**src/rtl/nvm_mbx_pkg.sv**
```systemverilog
package nvm_mbx_pkg;

  localparam logic [3:0] OP_WRITE = 4'h0;
  localparam logic [3:0] OP_AUTH  = 4'h1;
  localparam logic [3:0] OP_READ  = 4'h2;
  localparam logic [3:0] OP_PWR   = 4'h4;

  localparam logic [3:0] RC_OK     = 4'h0;
  localparam logic [3:0] RC_AUTH   = 4'h1;
  localparam logic [3:0] RC_ACCESS = 4'h2;
  localparam logic [3:0] RC_BADOP  = 4'h3;

  localparam logic [21:0] HDR_ADDR = 22'h3fffff;

  typedef struct packed {
    logic [3:0]  op;
    logic [3:0]  cnt;
    logic [21:0] addr;
    logic        hdr;
    logic        req;
  } mbx_cmd_t;

  typedef enum logic [1:0] {
    ST_IDLE,
    ST_WAIT,
    ST_XFER,
    ST_DONE
  } mbx_state_e;

endpackage

```
**src/rtl/nvm_mbx_store.sv**
```systemverilog
module nvm_mbx_store #(
  parameter int unsigned FLASH_WORDS = 64,
  localparam int unsigned FAW = $clog2(FLASH_WORDS)
) (
  input  logic           clk,
  input  logic           we,
  input  logic [FAW-1:0] addr,
  input  logic [31:0]    wdata,
  output logic [31:0]    rdata
);

  logic [31:0] mem [FLASH_WORDS];

  always_ff @(posedge clk) begin
    if (we) mem[addr] <= wdata;
  end

  assign rdata = mem[addr];

endmodule

```
**src/rtl/nvm_mbx_window.sv**
```systemverilog
module nvm_mbx_window #(
  parameter int unsigned DATA_WORDS = 16,
  localparam int unsigned IW = $clog2(DATA_WORDS)
) (
  input  logic          clk,
  input  logic          rst_n,
  input  logic          host_we,
  input  logic [IW-1:0] host_idx,
  input  logic [31:0]   host_wdata,
  input  logic          busy,
  input  logic          eng_we,
  input  logic [IW-1:0] eng_idx,
  input  logic [31:0]   eng_wdata,
  output logic [31:0]   eng_rdata,
  input  logic [IW-1:0] rd_idx,
  output logic [31:0]   rd_data
);

  logic [DATA_WORDS-1:0][31:0] regs_q, regs_d;
  logic [DATA_WORDS-1:0]       eng_sel, host_sel;

  for (genvar g = 0; g < DATA_WORDS; g++) begin : g_sel
    assign eng_sel[g]  = eng_we && (eng_idx == IW'(g));
    assign host_sel[g] = host_we && !busy && (host_idx == IW'(g));
  end

  always_comb begin
    regs_d = regs_q;
    for (int i = 0; i < DATA_WORDS; i++) begin
      if (eng_sel[i])       regs_d[i] = eng_wdata;
      else if (host_sel[i]) regs_d[i] = host_wdata;
    end
  end

  always_ff @(posedge clk or negedge rst_n) begin
    if (!rst_n) regs_q <= '0;
    else        regs_q <= regs_d;
  end

  assign rd_data   = regs_q[rd_idx];
  assign eng_rdata = regs_q[eng_idx];

  // host cannot disturb the window while a command runs
  a_r6_frozen_when_busy: assert property (@(posedge clk) disable iff (!rst_n)
    (busy && !eng_we) |=> $stable(regs_q));

  // a word delivered by the engine lands at its index
  a_r3_engine_write_lands: assert property (@(posedge clk) disable iff (!rst_n)
    eng_we |=> (regs_q[$past(eng_idx)] == $past(eng_wdata)));

endmodule

```
**src/rtl/nvm_mbx_engine.sv**
```systemverilog
module nvm_mbx_engine
  import nvm_mbx_pkg::*;
#(
  parameter int unsigned DATA_WORDS  = 16,
  parameter int unsigned FLASH_WORDS = 64,
  parameter int unsigned BUSY_CYCLES = 6,
  localparam int unsigned IW  = $clog2(DATA_WORDS),
  localparam int unsigned NW  = IW + 1,
  localparam int unsigned FAW = $clog2(FLASH_WORDS),
  localparam int unsigned CW  = $clog2(BUSY_CYCLES + 1)
) (
  input  logic           clk,
  input  logic           rst_n,
  input  logic           cmd_we,
  input  logic [31:0]    cmd_wdata,
  output logic [31:0]    cmd_q,
  output logic [31:0]    stat_q,
  output logic           busy,
  output logic           win_we,
  output logic [IW-1:0]  win_idx,
  output logic           st_we,
  output logic [FAW-1:0] st_addr
);

  mbx_state_e    state_q, state_d;
  mbx_cmd_t      cmd_r, cmd_d;
  logic [CW-1:0] wait_q, wait_d;
  logic [IW-1:0] idx_q, idx_d;
  logic [31:0]   stat_d, stat_new;
  logic          hdr_q, hdr_d;

  logic [NW-1:0] n_rd, n_wr, nwords;
  logic [22:0]   end_addr;
  logic          oob, is_hdr, hdr_ok, xfer_go, last_idx;
  logic [3:0]    code;

  // Decode of the held command word
  assign n_rd     = (cmd_r.cnt == 4'd0) ? NW'(DATA_WORDS) : NW'(cmd_r.cnt);
  assign n_wr     = NW'(cmd_r.cnt) + NW'(1);
  assign nwords   = (cmd_r.op == OP_READ) ? n_rd : n_wr;
  assign end_addr = {1'b0, cmd_r.addr} + 23'(nwords);
  assign oob      = end_addr > 23'(FLASH_WORDS);
  assign is_hdr   = (cmd_r.op == OP_WRITE) && (cmd_r.hdr || (cmd_r.addr == HDR_ADDR));
  assign hdr_ok   = is_hdr && (cmd_r.addr == HDR_ADDR);
  assign xfer_go  = ((cmd_r.op == OP_READ) || ((cmd_r.op == OP_WRITE) && !is_hdr)) && !oob;
  assign last_idx = ({1'b0, idx_q} == (nwords - NW'(1)));

  always_comb begin
    case (cmd_r.op)
      OP_WRITE: code = is_hdr ? (hdr_ok ? RC_OK : RC_ACCESS) : (oob ? RC_ACCESS : RC_OK);
      OP_READ:  code = oob ? RC_ACCESS : RC_OK;
      OP_AUTH:  code = hdr_q ? RC_OK : RC_AUTH;
      OP_PWR:   code = RC_OK;
      default:  code = RC_BADOP;
    endcase
    stat_new       = '0;
    stat_new[29]   = 1'b1;
    stat_new[7:4]  = cmd_r.op;
    stat_new[3:0]  = code;
  end

  // Next-state logic
  always_comb begin
    state_d = state_q;
    cmd_d   = cmd_r;
    wait_d  = wait_q;
    idx_d   = idx_q;
    stat_d  = stat_q;
    hdr_d   = hdr_q;
    case (state_q)
      ST_IDLE: begin
        if (cmd_we) begin
          cmd_d = mbx_cmd_t'(cmd_wdata);
          if (cmd_wdata[0]) begin
            state_d = ST_WAIT;
            wait_d  = '0;
          end
        end
      end
      ST_WAIT: begin
        if (wait_q == CW'(BUSY_CYCLES - 1)) begin
          idx_d   = '0;
          state_d = xfer_go ? ST_XFER : ST_DONE;
        end else begin
          wait_d = wait_q + CW'(1);
        end
      end
      ST_XFER: begin
        if (last_idx) state_d = ST_DONE;
        else          idx_d   = idx_q + IW'(1);
      end
      ST_DONE: begin
        cmd_d.req = 1'b0;
        stat_d    = stat_new;
        if ((cmd_r.op == OP_AUTH) || (cmd_r.op == OP_PWR)) hdr_d = 1'b0;
        else if (hdr_ok)                                  hdr_d = 1'b1;
        state_d   = ST_IDLE;
      end
      default: state_d = ST_IDLE;
    endcase
  end

  // State registers
  always_ff @(posedge clk or negedge rst_n) begin
    if (!rst_n) begin
      state_q <= ST_IDLE;
      cmd_r   <= '0;
      wait_q  <= '0;
      idx_q   <= '0;
      stat_q  <= '0;
      hdr_q   <= 1'b0;
    end else begin
      state_q <= state_d;
      cmd_r   <= cmd_d;
      wait_q  <= wait_d;
      idx_q   <= idx_d;
      stat_q  <= stat_d;
      hdr_q   <= hdr_d;
    end
  end

  assign cmd_q   = cmd_r;
  assign busy    = (state_q != ST_IDLE);
  assign win_we  = (state_q == ST_XFER) && (cmd_r.op == OP_READ);
  assign st_we   = (state_q == ST_XFER) && (cmd_r.op == OP_WRITE);
  assign win_idx = idx_q;
  assign st_addr = cmd_r.addr[FAW-1:0] + FAW'(idx_q);

  // Length of the current busy period, for the latency check only
  logic [15:0] busy_len;
  always_ff @(posedge clk or negedge rst_n) begin
    if (!rst_n)                                         busy_len <= '0;
    else if ((state_q == ST_IDLE) && cmd_we && cmd_wdata[0]) busy_len <= 16'd1;
    else if (busy && (busy_len != 16'hffff))            busy_len <= busy_len + 16'd1;
  end

  // request bit is set whenever the engine is not idle
  a_r5_req_while_busy: assert property (@(posedge clk) disable iff (!rst_n)
    (state_q != ST_IDLE) |-> cmd_q[0]);

  // request bit holds for at least the busy latency
  a_r5_min_busy: assert property (@(posedge clk) disable iff (!rst_n)
    $fell(cmd_q[0]) |-> (busy_len >= 16'(BUSY_CYCLES)));

  // held command word does not move mid-command
  a_r6_cmd_locked: assert property (@(posedge clk) disable iff (!rst_n)
    ((state_q == ST_WAIT) || (state_q == ST_XFER)) |=> $stable(cmd_q));

  // completion posts a valid status echoing the opcode and drops the request
  a_r4_done_reports: assert property (@(posedge clk) disable iff (!rst_n)
    (state_q == ST_DONE) |=> (stat_q[29] && (stat_q[7:4] == $past(cmd_q[31:28])) && !cmd_q[0]));

  // an out-of-range transfer reports an access error
  a_r7_oob_access: assert property (@(posedge clk) disable iff (!rst_n)
    ((state_q == ST_DONE) && oob && ((cmd_r.op == OP_READ) || ((cmd_r.op == OP_WRITE) && !is_hdr)))
      |=> (stat_q[3:0] == RC_ACCESS));

  // flash is never written outside its range
  a_r7_store_in_range: assert property (@(posedge clk) disable iff (!rst_n)
    st_we |-> (({1'b0, cmd_r.addr} + 23'(idx_q)) < 23'(FLASH_WORDS)));

endmodule

```
**src/rtl/nvm_mailbox.sv**
```systemverilog
module nvm_mailbox #(
  parameter int unsigned DATA_WORDS  = 16,
  parameter int unsigned FLASH_WORDS = 64,
  parameter int unsigned BUSY_CYCLES = 6,
  parameter int unsigned BUS_AW      = 5
) (
  input  logic              clk,
  input  logic              rst_n,
  input  logic              bus_we,
  input  logic [BUS_AW-1:0] bus_addr,
  input  logic [31:0]       bus_wdata,
  output logic [31:0]       bus_rdata
);

  localparam int unsigned IW       = $clog2(DATA_WORDS);
  localparam int unsigned FAW      = $clog2(FLASH_WORDS);
  localparam int unsigned OFS_CMD  = DATA_WORDS + 1;
  localparam int unsigned OFS_STAT = DATA_WORDS + 2;

  logic           hit_data, hit_cmd, hit_stat;
  logic [IW-1:0]  host_idx;
  logic [31:0]    cmd_q, stat_q, win_rd, win_eng_rd, st_rdata;
  logic           busy, win_we, st_we;
  logic [IW-1:0]  win_idx;
  logic [FAW-1:0] st_addr;

  assign hit_data = (bus_addr != '0) && (bus_addr <= BUS_AW'(DATA_WORDS));
  assign hit_cmd  = (bus_addr == BUS_AW'(OFS_CMD));
  assign hit_stat = (bus_addr == BUS_AW'(OFS_STAT));
  assign host_idx = IW'(bus_addr - BUS_AW'(1));

  nvm_mbx_engine #(
    .DATA_WORDS (DATA_WORDS),
    .FLASH_WORDS(FLASH_WORDS),
    .BUSY_CYCLES(BUSY_CYCLES)
  ) u_engine (
    .clk      (clk),
    .rst_n    (rst_n),
    .cmd_we   (bus_we && hit_cmd),
    .cmd_wdata(bus_wdata),
    .cmd_q    (cmd_q),
    .stat_q   (stat_q),
    .busy     (busy),
    .win_we   (win_we),
    .win_idx  (win_idx),
    .st_we    (st_we),
    .st_addr  (st_addr)
  );

  nvm_mbx_window #(.DATA_WORDS(DATA_WORDS)) u_window (
    .clk       (clk),
    .rst_n     (rst_n),
    .host_we   (bus_we && hit_data),
    .host_idx  (host_idx),
    .host_wdata(bus_wdata),
    .busy      (busy),
    .eng_we    (win_we),
    .eng_idx   (win_idx),
    .eng_wdata (st_rdata),
    .eng_rdata (win_eng_rd),
    .rd_idx    (host_idx),
    .rd_data   (win_rd)
  );

  nvm_mbx_store #(.FLASH_WORDS(FLASH_WORDS)) u_store (
    .clk  (clk),
    .we   (st_we),
    .addr (st_addr),
    .wdata(win_eng_rd),
    .rdata(st_rdata)
  );

  always_comb begin
    if (hit_data)      bus_rdata = win_rd;
    else if (hit_cmd)  bus_rdata = cmd_q;
    else if (hit_stat) bus_rdata = stat_q;
    else               bus_rdata = '0;
  end

endmodule

```
**config.mk**
```make
export PLATFORM = sky130hd
export DESIGN_NAME = nvm_mailbox
export DESIGN_NICKNAME = d
export VERILOG_FILES = /design/src/rtl/nvm_mbx_pkg.sv /design/src/rtl/nvm_mbx_store.sv /design/src/rtl/nvm_mbx_window.sv /design/src/rtl/nvm_mbx_engine.sv /design/src/rtl/nvm_mailbox.sv
export SDC_FILE = /design/constraint.sdc
export NUM_CORES = 2
export LEC_CHECK = 0
export BUFFER_PORTS_ARGS = -buffer_cell sky130_fd_sc_hd__buf_2
export CELL_PAD_IN_SITES_DETAIL_PLACEMENT = 0
export CELL_PAD_IN_SITES_GLOBAL_PLACEMENT = 1
export CORE_ASPECT_RATIO = 1.25
export CORE_MARGIN = 5
export CORE_UTILIZATION = 50
export CTS_CLUSTER_DIAMETER = 150
export CTS_CLUSTER_SIZE = 24
export DETAILED_ROUTE_END_ITERATION = 12
export GPL_TIMING_DRIVEN = 1
export PLACE_DENSITY = 0.76
export SYNTH_ARGS = -nofsm -noshare
export SYNTH_HDL_FRONTEND = slang
export SYNTH_SLANG_ARGS = --single-unit
```
**constraint.sdc**
```tcl
create_clock -name clk -period 4.9 [get_ports clk]
set_input_delay 0.98 -clock clk [delete_from_list [all_inputs] [get_ports clk]]
set_output_delay 0.98 -clock clk [all_outputs]
set_load 0.01 [all_outputs]
```
==> flow_summary.toml <==
[synthesis]
synth_simple_gate_area_share_pct = 2.70
ys_seq_area_share_pct = 66.0
yosysUniqueCellTypes = 73
synth_seq_cells = 2609
synth_cells = 7040
synth_top_family_by_area = "multiplexers"
ys_warn_count = 0
synth_mux_area_share_pct = 24.4
netlist_area_um2 = 114000
avgSynthCellArea_um2 = 16.3
synthArstFlopShare_pct = 21.5
synth-edff-count = 2048
synth-compound-area-share_pct = 4.22
synth_flop_cell = "edfxtp_1"
synth.net_count = 7111
synth_fa_ha_area_share_pct = 0.352
synth-xor-area-share_pct = 0.223

[clock_tree]
cts-buffers-inserted = 118
clk_pin_slew_ns = 0.11
htreeDepth = 3
ctsResizeCount = 0
cts.sinks = 2609
clock_path_buffers = 3
cts_hold_buf = 0
cts_tree = "yes"
root_buffer = "clkbuf_16"
clock_latency_ns = 0.81
post_cts.repair.setup_buffers = 0

[sta]
setup_slack_ns = 0.189
setup_viol = 0
timing_worst_slew_pin_value_ns = 1.31
fin_tns_setup_ns = 0
fin_crit_sh_pct = 96.1
hold_viol_final = 0
fmax_mhz = 212
fin_crit_ns = 4.71
hold_slack_ns = 0.229
final_max_slew_viol_count = 0
clock_skew_ns = 0.0544
relSlewSlack_pct = 11.8
rsz0062_at_grt = "no"

[pwr]
vdd_drop_max_mv = 0.502
power_density_nw_per_um2 = 599
cellLeakagePower_nw = 46.0

[worst_setup_path]
cp_cell_sequence = "fa_1 > xor2_1 > nand2_4 > buf_12 > buf_4 > o22ai_1 > o21ai_0 > nand2_1 > a211oi_2 > buf_4 > mux2i_1"
cp_common_cell = "buf_4"
critPathMaxStageDelay_ns = 0.65
crit_path_start_kind = "register"
path_delay_family = "compound AO/OA/AOI/OAI gates"
path_buf_inv = 3
worst_setup_path_end_kind = "register"
critical_path_class = "register to register"
crit_required_ns = 5.56
crit_path_max_fanout = 29
slowest_stage = "a211oi_2"
crit_arrival_ns = 5.37

[placement]
pre_cts_slack_ns = 0.388
portBuffers = 71
globalplace.congestion = 0.916
dp_hpwl_um = 209000
placed_area_um2 = 121000

[grt]
grt_overflow = 0
grt_max_degree = 109
grt_pass1_vias = 65400
grt_usage_pct = 28.1
grt_pass1_wl_um = 486000
antenna_found_initial = 9

[floorplan]
placementRows = 196
die-area_um2 = 239000
start_util_pct = 50.2
core_area_um2 = 228000
io_pins = 72
die_y_um = 545
fp.dieW_um = 438

[drt]
drtIter0Drc = 7855
via_per_inst = 6.57
route.detailed.wl_per_inst_um = 33.9
vias = 66300
drcViolationCount = 0
routed_wl_um = 341000
dr.pass1.iters = 6
final_antenna_net_count = 0

[cells_and_area]
area_growth_pct = 8.85
fill_cells = 17900
drive_gt1_share_pct = 15.7
nets = 7142
finalInstanceArea_um2 = 125000

[run_status]
outcome = "complete, no violations"

[run]
cap_violations = 0

[min_path]
hold_class = "primary input to asynchronous set/reset pin"
## metal layers
layer	wire length [um]	track usage, %	up-vias
li1	-	-	27600
met1	131000	36.9	34800
met2	167000	47.2	3166
met3	26800	4.47	660
met4	16800	11.5	0
met5	0	0	-
## worst reg2reg max path: stages, from the launching register on
cell and delay, ns:
dfrtp_4 0.62, fa_1 0.52, xor2_1 0.28, nand2_4 0.42
buf_12 0.29, buf_4 0.30, o22ai_1 0.12, o21ai_0 0.63
nand2_1 0.28, a211oi_2 0.65, buf_4 0.35, mux2i_1 0.10
## placed cells by master (no fill, tap or decap), types with 61 or more instances in the layout
| cell type | instances |
|---|---|
| o21ai_0 | 61 |
| mux2i_1 | 2037 |
| clkbuf_16 | 119 |
| nor2_4 | 64 |
| dfrtp_1 | 557 |
| mux4_2 | 321 |
| edfxtp_1 | 2048 |
| buf_2 | 69 |
| buf_4 | 306 |
| o22ai_1 | 621 |
| buf_12 | 97 |
| nand2_1 | 104 |
| nor2_1 | 267 |
## cells in the mapped netlist (5+ instances only)
| cell type | count | area (um^2) |
|---|---|---|
| and3_1 | 13 | 81.3 |
| o21ai_0 | 61 | 305 |
| nand4_1 | 8 | 50.1 |
| xor2_1 | 8 | 70.1 |
| nor4_4 | 19 | 404 |
| a211oi_1 | 5 | 37.5 |
| nor4_2 | 7 | 87.6 |
| o22ai_1 | 621 | 3880 |
| nand2_1 | 122 | 458 |
| ha_1 | 29 | 363 |
| buf_1 | 143 | 537 |
| nor2_1 | 331 | 1240 |
| clkbuf_1 | 270 | 1010 |
| buf_2 | 149 | 746 |
| o211ai_1 | 6 | 45.0 |
| mux2i_1 | 2037 | 20400 |
| o31ai_1 | 6 | 45.0 |
| or2_2 | 5 | 31.3 |
| inv_1 | 22 | 82.6 |
| xnor2_1 | 13 | 114 |
| a21oi_1 | 32 | 160 |
| nor3_1 | 50 | 250 |
| mux2_2 | 29 | 327 |
| nand2b_1 | 6 | 37.5 |
| and2_1 | 5 | 31.3 |
| a22oi_1 | 8 | 60.1 |
| nand3_1 | 30 | 150 |
| mux4_2 | 321 | 7230 |
| dfrtp_1 | 561 | 14000 |
| edfxtp_1 | 2048 | 61500 |
## cell families after synthesis
family / after synthesis
buf+inv: 585
flops: 2609
compound gates: 772
simple gates: 629
xor+xnor: 25
mux: 2389
fa+ha+maj: 31
## sequential cells by signal, summed over array words and instances (netlist names)
name / cells
u_engine.cmd_q: 32
u_engine.hdr_q: 1
u_engine.stat_q: 7
u_engine.state_q: 2
u_engine.wait_q: 3
u_engine.win_idx: 4
u_store.mem: 2048
u_window.regs_q: 512
## area by class of cell
type / count / area (um^2) / share of cell area (%)
well taps: 2970 / 3720 / 2.98
clock buffers: 156 / 3120 / 2.50
flip-flops and latches: 2609 / 75600 / 60.6
multi-input cells: 3846 / 37500 / 30.1
clock inverters: 2 / 17.5 / 0.0141
repair buffers: 474 / 4610 / 3.70
inverters: 22 / 82.6 / 0.0663
diodes: 4 / 10.0 / 0.00803
## through the flow
step | power, mW | util [%] | cells
5_1_grt | 76.9 | 54.6 | 10100
6_report | 74.6 | 54.6 | 10100
3_5_place_dp | 63.5 | 53.3 | 9921
3_3_place_gp | 62.9 | 53.3 | 9921
2_1_floorplan | 48.4 | - | 7040
4_1_cts | 74.3 | 54.6 | 10100
## power by group
group          internal, mW  switching (mW)  total (mW)
logic                  10.6            22.6        33.1
registers              29.1            1.25        30.4
clock network          4.44            6.65        11.1
total                  44.1            30.5        74.6
## final timing paths
kind,startpoint,endpoint,slack [ns],cells after the start
worst min register to register,u_engine.stat_q[29]$_DFFE_PN0P_,u_engine.stat_q[29]$_DFFE_PN0P_,0.49,1
worst max register to register,u_engine.win_idx[1]$_DFFE_PN0P_,u_window.regs_q[261]$_DFFE_PN0P_,0.19,11
worst min-delay path,rst_n,u_window.regs_q[352]$_DFFE_PN0P_,0.23,1
max in group asynchronous,rst_n,u_window.regs_q[181]$_DFFE_PN0P_,3.40,2
worst max-delay path,u_engine.win_idx[1]$_DFFE_PN0P_,u_window.regs_q[261]$_DFFE_PN0P_,0.19,11
min in group clk,u_engine.stat_q[29]$_DFFE_PN0P_,u_engine.stat_q[29]$_DFFE_PN0P_,0.49,1
(Power assumes the default switching activity.)
